`src/rtl/lei_pkg.sv`:
```
package lei_pkg;

    localparam int unsigned REG_W       = 8;
    localparam int unsigned PTR_FIELD_W = 4;

    // Bit positions visible to software
    localparam int unsigned BIT_NODE = 7;
    localparam int unsigned BIT_TX   = 6;
    localparam int unsigned BIT_RX   = 5;
    localparam int unsigned BIT_RSV  = 4;

    typedef enum logic [1:0] {
        EV_NONE = 2'd0,
        EV_NODE = 2'd1,
        EV_TX   = 2'd2,
        EV_RX   = 2'd3
    } lei_ev_e;

    typedef struct packed {
        logic node;
        logic tx;
        logic rx;
    } lei_flags_t;

    typedef struct packed {
        lei_flags_t               flags;
        logic [PTR_FIELD_W-1:0]   ptr;
    } lei_state_t;

endpackage

```
`src/rtl/lei_lowest_index.sv`:
```
module lei_lowest_index #(
    parameter int unsigned N = 16,
    localparam int unsigned W = (N > 1) ? $clog2(N) : 1
) (
    input  logic [N-1:0] req,
    output logic         any,
    output logic [W-1:0] idx
);

    assign any = |req;

    // Scan downward so the lowest set request is the last to assign
    always_comb begin
        idx = '0;
        for (int i = N - 1; i >= 0; i--) begin
            if (req[i]) begin
                idx = W'(i);
            end
        end
    end

endmodule

```
`src/rtl/lei_event_arbiter.sv`:
```
module lei_event_arbiter
    import lei_pkg::*;
#(
    parameter int unsigned NUM_BUFS    = 16,
    parameter int unsigned NUM_NODE_EV = 3
) (
    input  logic [NUM_BUFS-1:0]    tx_done,
    input  logic [NUM_BUFS-1:0]    rx_done,
    input  logic [NUM_NODE_EV-1:0] node_evt,
    output lei_ev_e                ev_sel,
    output logic [PTR_FIELD_W-1:0] ev_ptr
);

    localparam int unsigned IDX_W = (NUM_BUFS > 1) ? $clog2(NUM_BUFS) : 1;

    logic [1:0]       kind_any;
    logic [IDX_W-1:0] kind_idx [2];
    logic             node_any;

    // Index 0: receive, index 1: transmit
    for (genvar k = 0; k < 2; k++) begin : g_kind
        lei_lowest_index #(.N(NUM_BUFS)) u_enc (
            .req (k == 0 ? rx_done : tx_done),
            .any (kind_any[k]),
            .idx (kind_idx[k])
        );
    end

    assign node_any = |node_evt;

    always_comb begin
        ev_sel = EV_NONE;
        ev_ptr = '0;
        if (kind_any[0]) begin
            ev_sel = EV_RX;
            ev_ptr = PTR_FIELD_W'(kind_idx[0]);
        end else if (kind_any[1]) begin
            ev_sel = EV_TX;
            ev_ptr = PTR_FIELD_W'(kind_idx[1]);
        end else if (node_any) begin
            ev_sel = EV_NODE;
        end
    end

endmodule

```
`src/rtl/lei_read_mux.sv`:
```
module lei_read_mux
    import lei_pkg::*;
(
    input  lei_state_t        state,
    input  logic              rd_en,
    input  logic              rmw,
    output logic [REG_W-1:0]  rdata
);

    always_comb begin
        rdata = '0;
        if (rd_en) begin
            rdata[BIT_NODE]            = state.flags.node | rmw;
            rdata[BIT_TX]              = state.flags.tx   | rmw;
            rdata[BIT_RX]              = state.flags.rx   | rmw;
            rdata[BIT_RSV]             = 1'b0;
            rdata[PTR_FIELD_W-1:0]     = state.ptr;
        end
    end

endmodule

```
`src/rtl/lei_last_event.sv`:
```
module lei_last_event
    import lei_pkg::*;
#(
    parameter int unsigned NUM_BUFS    = 16,
    parameter int unsigned NUM_NODE_EV = 3
) (
    input  logic                   clk,
    input  logic                   rst_n,
    input  logic [NUM_BUFS-1:0]    tx_done,
    input  logic [NUM_BUFS-1:0]    rx_done,
    input  logic [NUM_NODE_EV-1:0] node_evt,
    input  logic                   rd_en,
    input  logic                   wr_en,
    input  logic                   rmw,
    input  logic [7:0]             wdata,
    output logic [7:0]             rdata
);

    lei_state_t state_d, state_q;
    lei_ev_e    ev_sel;
    logic [PTR_FIELD_W-1:0] ev_ptr;
    logic       unused_wbits;

    assign unused_wbits = ^wdata[BIT_RSV:0];

    lei_event_arbiter #(
        .NUM_BUFS    (NUM_BUFS),
        .NUM_NODE_EV (NUM_NODE_EV)
    ) u_arb (
        .tx_done  (tx_done),
        .rx_done  (rx_done),
        .node_evt (node_evt),
        .ev_sel   (ev_sel),
        .ev_ptr   (ev_ptr)
    );

    // Next state: a hardware capture overrides any same-cycle write
    always_comb begin
        state_d = state_q;
        unique case (ev_sel)
            EV_RX: begin
                state_d.flags = '{node: 1'b0, tx: 1'b0, rx: 1'b1};
                state_d.ptr   = ev_ptr;
            end
            EV_TX: begin
                state_d.flags = '{node: 1'b0, tx: 1'b1, rx: 1'b0};
                state_d.ptr   = ev_ptr;
            end
            EV_NODE: begin
                state_d.flags = '{node: 1'b1, tx: 1'b0, rx: 1'b0};
            end
            default: begin
                if (wr_en) begin
                    state_d.flags.node = state_q.flags.node & wdata[BIT_NODE];
                    state_d.flags.tx   = state_q.flags.tx   & wdata[BIT_TX];
                    state_d.flags.rx   = state_q.flags.rx   & wdata[BIT_RX];
                end
            end
        endcase
    end

    always_ff @(posedge clk or negedge rst_n) begin
        if (!rst_n) begin
            state_q <= '0;
        end else begin
            state_q <= state_d;
        end
    end

    lei_read_mux u_rd (
        .state (state_q),
        .rd_en (rd_en),
        .rmw   (rmw),
        .rdata (rdata)
    );

endmodule

```
`config.mk`:
```
export PLATFORM = sky130hd
export DESIGN_NAME = lei_last_event
export DESIGN_NICKNAME = d
export VERILOG_FILES = /design/src/rtl/lei_pkg.sv /design/src/rtl/lei_lowest_index.sv /design/src/rtl/lei_event_arbiter.sv /design/src/rtl/lei_read_mux.sv /design/src/rtl/lei_last_event.sv
export SDC_FILE = /design/constraint.sdc
export NUM_CORES = 1
export LEC_CHECK = 0
export ABC_AREA = 1
export BUFFER_PORTS_ARGS = -buffer_cell sky130_fd_sc_hd__buf_4
export CAP_MARGIN = 20
export CORE_UTILIZATION = 45
export DETAILED_ROUTE_END_ITERATION = 16
export PLACE_DENSITY = 0.85
export SKIP_LAST_GASP = 1
export SLEW_MARGIN = 40
export SYNTH_ARGS = -nofsm -noshare
export SYNTH_HDL_FRONTEND = slang
export SYNTH_SLANG_ARGS = --single-unit
```
`constraint.sdc`:
```
create_clock -name clk -period 2.4 [get_ports clk]
set_clock_uncertainty 0.2 [all_clocks]
set_input_delay 0.48 -clock clk [delete_from_list [all_inputs] [get_ports clk]]
set_output_delay 0.48 -clock clk [all_outputs]
set_load 0.02 [all_outputs]
```
# Yosys cells after proc, flatten, opt, wreduce, memory -nomap -nowiden

Cells that the tools add are included.

Bits in read-only memories: 0
Bits of input ports: 48
Logic and storage cells: 58
Bits in writable memories: 0
Register bits: 7
Output and inout port bits: 8
Latch bits: 0
Memories: 0

Reduce and logical (&&, ||, !) cells: 5
Mux-type cells: 40
Shift operators: 0
Div/mod/pow operators: 0
$lt $le $gt $ge: 0
Multiply operators: 0
Equal/unequal tests: 3
Add/sub/neg operators: 0
Bitwise logic cells: 6

Operators with widths:

| cell               | number |
|---|---|
| $mux 4             | 34 |
| $reduce_or 16->1   | 2 |
| $pmux 3 s3         | 1 |
| $mux 8             | 1 |
| $eq 2x2->1 const B | 2 |
| $mux 2             | 2 |
| $reduce_bool 4->1  | 1 |
| $and 1x1->1        | 3 |
| $mux 3             | 1 |
| $or 1x1->1         | 3 |
| $reduce_or 3->1    | 1 |
| $eq 2x1->1 const B | 1 |
| $reduce_or 2->1    | 1 |
| $mux 1             | 1 |

# Depth between registers and ports, before layout

Depth after elaboration: 18
Gate-level depth with buffers: 17
Depth with buffers taken out: 17

# Modules after synthesis

Synthesis repeated with hierarchy kept, for this count alone.

Cell total of the unflattened synthesis: 166
Area, all modules: 855.8 um2

By module, submodules not included:

| module            | times used | area each (um2) | seq. area each (um2) | cells each |
|---|---|---|---|---|
| lei_lowest_index  | 2          | 209.0           | 0.0                  | 49 |
| lei_last_event    | 1          | 285.3           | 175.2                | 33 |
| lei_event_arbiter | 1          | 85.1            | 0.0                  | 18 |
| lei_read_mux      | 1          | 67.6            | 0.0                  | 17 |

# Worst setup path after synthesis

Ideal clock, no wire load.

Path type: input to register
From: input rx_done[13]
To: register state_q[0] in the netlist's numbering
Stages: 9
Setup slack: 0.799 ns
Required time: 2.134 ns
Data arrival time: 1.335 ns
Cell sequence: nor4_2 nand2_1 inv_2 nand2_2 nor2_2 inv_2 nor2_2 nand2_1 nand3_2

Cells in the longest elaborated chain, start to end: 15
Elaborated cells between the ends (all ways): 20
Those cells by class: eq/ne (2); mux (16); reduce/logical (2)

Ends and longest elaborated chain:

| item                  | RTL line                | RTL |
|---|---|---|
| from (decl)           | lei_last_event.sv:10    | `input logic [NUM_BUFS-1:0] rx_done,` |
| $mux 4 (14 in series) | lei_lowest_index.sv:16  | `if (req[i]) begin` |
| $mux 4                | lei_event_arbiter.sv:34 | `if (kind_any[0]) begin` |
| to (signal assigned)  | lei_last_event.sv:66    | `state_q <= state_d;` |
| to (decl)             | lei_last_event.sv:19    | `lei_state_t state_d, state_q;` |

Parallel ways exist; a longest one is shown, timed or not.
A chain may end at the register's enable or synchronous reset.

# Final worst setup path

From: input rx_done[9]
To: register state_q[3] in the netlist's numbering

Cells in the longest elaborated chain, start to end: 11
Elaborated cells between the ends (all ways): 16
Those cells by class: eq/ne (2); mux (12); reduce/logical (2)

Ends and longest elaborated chain:

| item                  | RTL line |
|---|---|
| $mux 4 (10 in series) | lei_lowest_index.sv:16 |
| $mux 4                | lei_event_arbiter.sv:34 |

Parallel ways exist; a longest one is shown, timed or not.

==> metrics.txt <==
clock tree buffer depth=2; Initial Util=0.482; die width=between 40 and 50 um; Post-DP HPWL=~1.8 mm; unique cell type count in the Yosys netlist=24; max reg flops=7; power per cell area=roughly 290 nW/um^2; H-tree depth=1; Vias/cell=4.60; Post-Synth Simple-Gate Area=0.495; worst hold slack=approximately 0.29 ns; TritonCTS Sinks=7; Max Freq=about 0.60 GHz; post-synthesis mux area share=0; Commonest cells post-synth=nand2_1, inv_1, nor2_1, nand3_1, dfrtp_1; Post-route DRC=0; DR WL/cell=9.26 um; nets=around 250; most common cell in the netlist=nand2_1; Setup CP Type=in2reg; Antenna Nets Post-Route=0; largest net degree at the start of global routing=8; Post-CTS Hold Buffers=1; largest family of logic cells by synthesized area=simple AND/OR/NAND/NOR gates; CTS tree=yes; DR pass1 iterations=4; Post-Synth Adder-Cell Area=0; WHS Path Cells=2; setup bufs post-CTS=0; grt ovf=0; Final Wtd Congestion=roughly 0.75; worst-skew pair later-pin latency=0.25 ns; RSZ-0062 raised after global routing=false; Post-Synthesis Cells=about 150; CP startpoint kind=input port; total wire length=around 2.1 mm; vias in the first global route=between 900 and 1000; drt initial violations=13; layout cell share with drive strength beyond 1=0.338; average size of a mapped cell=~5.6 sq um; Worst-path clk slew=0.06 ns; status=finished, final reports clean; HP Class=reg2reg; PortBufs=slightly below 50; crit path capture type=flip-flop; final worst path period share=0.698; Synth area leaders=nand2_1, dfrtp_1, inv_1, nor2_1, nand3_1; initial antenna violation count=0; Top reg by flops=state_q; Top Registers=state_q x7; number of hold violations in the final report=0; max cap viols=0; ys flop type=dfrtp_1; Seq/Total Area, Yosys=0.208; Post-CTS Resized=0; area grow syn2layout=51.0%; routed vias=1053; Core Box Area=1750 sq um; I/O Pins=56; biggest area consumer among synthesized cells=nand2_1; min cycle time layout=~1.7 ns; Final Cell Area=approximately 1300 sq um; Synth Area in XOR/XNOR=0; CTS buffer count=3; compound-cell area share of the yosys netlist=0.0921; placed cell count=roughly 220; Die H=approximately 45 um; Yosys top cell area share=0.214; leakage=approximately 0.00080 uW; flops & latches, synth=7; Root Buffer Master=clkbuf_4; WP data required=2.37 ns; Post-Layout Cell Count=about 230; FF-to-FF path depth=2; Post-synth EDFFs=0; setup violators final=0; Slew Limit Fails=0; Arr. time, crit path=between 1.5 and 2 ns; synth warn=0; final worst slack=between 0.7 and 0.8 ns; Worst VDD drop=~0.16 mV; gr usage total=0.222; Placed Area=approximately 1200 sq um; first-pass GRT wire length=roughly 3.4 mm; syn nets=199; asr flop ratio synth=1.00; dpl ws=~0.47 ns; diodes inserted=0; setup TNS=0 ns; Cell Area, Synth=approximately 840 sq um; FP Rows=15; full die area=approximately 2000 sq um; Critical Path Fanout Max=4
-- final timing paths --
kind	start	to	slack (ns)
max	rx_done[9]	state_q[3]	0.72
min	state_q[5]	state_q[5]	0.29
max reg2reg	state_q[4]	state_q[4]	1.50
min reg2reg	state_q[5]	state_q[5]	0.29
max in group asynchronous	rst_n	state_q[0]	1.51
min in group asynchronous	rst_n	state_q[6]	0.37
-- cells in the final DEF, fill, tap and decap left out --
cell type | Yosys | layout
buf_4 | 1 | 49
nor3_1 | 1 | 1
inv_1 | 39 | 39
nand3_2 | 1 | 1
o21bai_1 | 1 | 1
dlygate4sd3_1 | 0 | 1
clkinv_2 | 0 | 1
nand2_1 | 48 | 48
clkbuf_4 | 0 | 3
nor3_2 | 1 | 1
nor2_1 | 15 | 15
nand4_1 | 1 | 1
o221ai_1 | 1 | 1
nor4_2 | 2 | 2
inv_2 | 4 | 4
nand2_2 | 3 | 3
o211ai_1 | 2 | 2
o31ai_1 | 1 | 1
nor4_4 | 1 | 1
conb_1 | 1 | 1
a21oi_1 | 4 | 4
nor2_2 | 2 | 2
nand3_1 | 11 | 11
nor3_4 | 1 | 1
o21ai_0 | 2 | 2
dfrtp_1 | 7 | 7
o21ai_2 | 1 | 1
-- report_power, final --
group          switching [uW]  leakage, uW  internal (uW)
combinational            64.1     0.000693           71.2
clock                    50.8    0.0000177           61.3
sequential               1.42    0.0000900            121
total                     116     0.000800            253
-- area by class of cell --
type	count	area (sq um)
fillers	157	474
well taps	25	31.3
inverters	43	161
repair buffers	50	378
flip-flops and latches	7	175
multi-input cells	100	498
clock inverters	1	5.00
clock buffers	3	22.5
-- cells by family (layout without fill, tap and decap cells) --
group	after synthesis	in the layout
DFF	7	7
AOI/OAI and AO/OA	12	12
other	1	1
and+or+nand+nor	87	87
buffers and inverters	44	97
-- critical path: stages --
cell and delay (ns):
buf_4 0.12, nor4_2 0.36, nand2_1 0.14, inv_2 0.08
nand2_2 0.07, inv_2 0.09, nand2_2 0.08, inv_2 0.09
nand2_1 0.07, o31ai_1 0.06
-- layer usage --
| metal | vias up | share of wire | GRT usage |
|---|---|---|---|
| met5 | - | 0 | 0 |
| met4 | 0 | 0 | 0.0667 |
| met3 | 0 | 0.049 | 0.0320 |
| met2 | 35 | 0.56 | 0.470 |
| met1 | 462 | 0.39 | 0.212 |
| li1 | 556 | - | - |
-- per-stage QoR --
stage,power [uW],utilization
floorplan,180,-
global placement,253,0.707
detailed placement,259,0.707
CTS,371,0.728
global route,390,0.728
finish,369,0.728
Power figures use the tool's default switching activity.
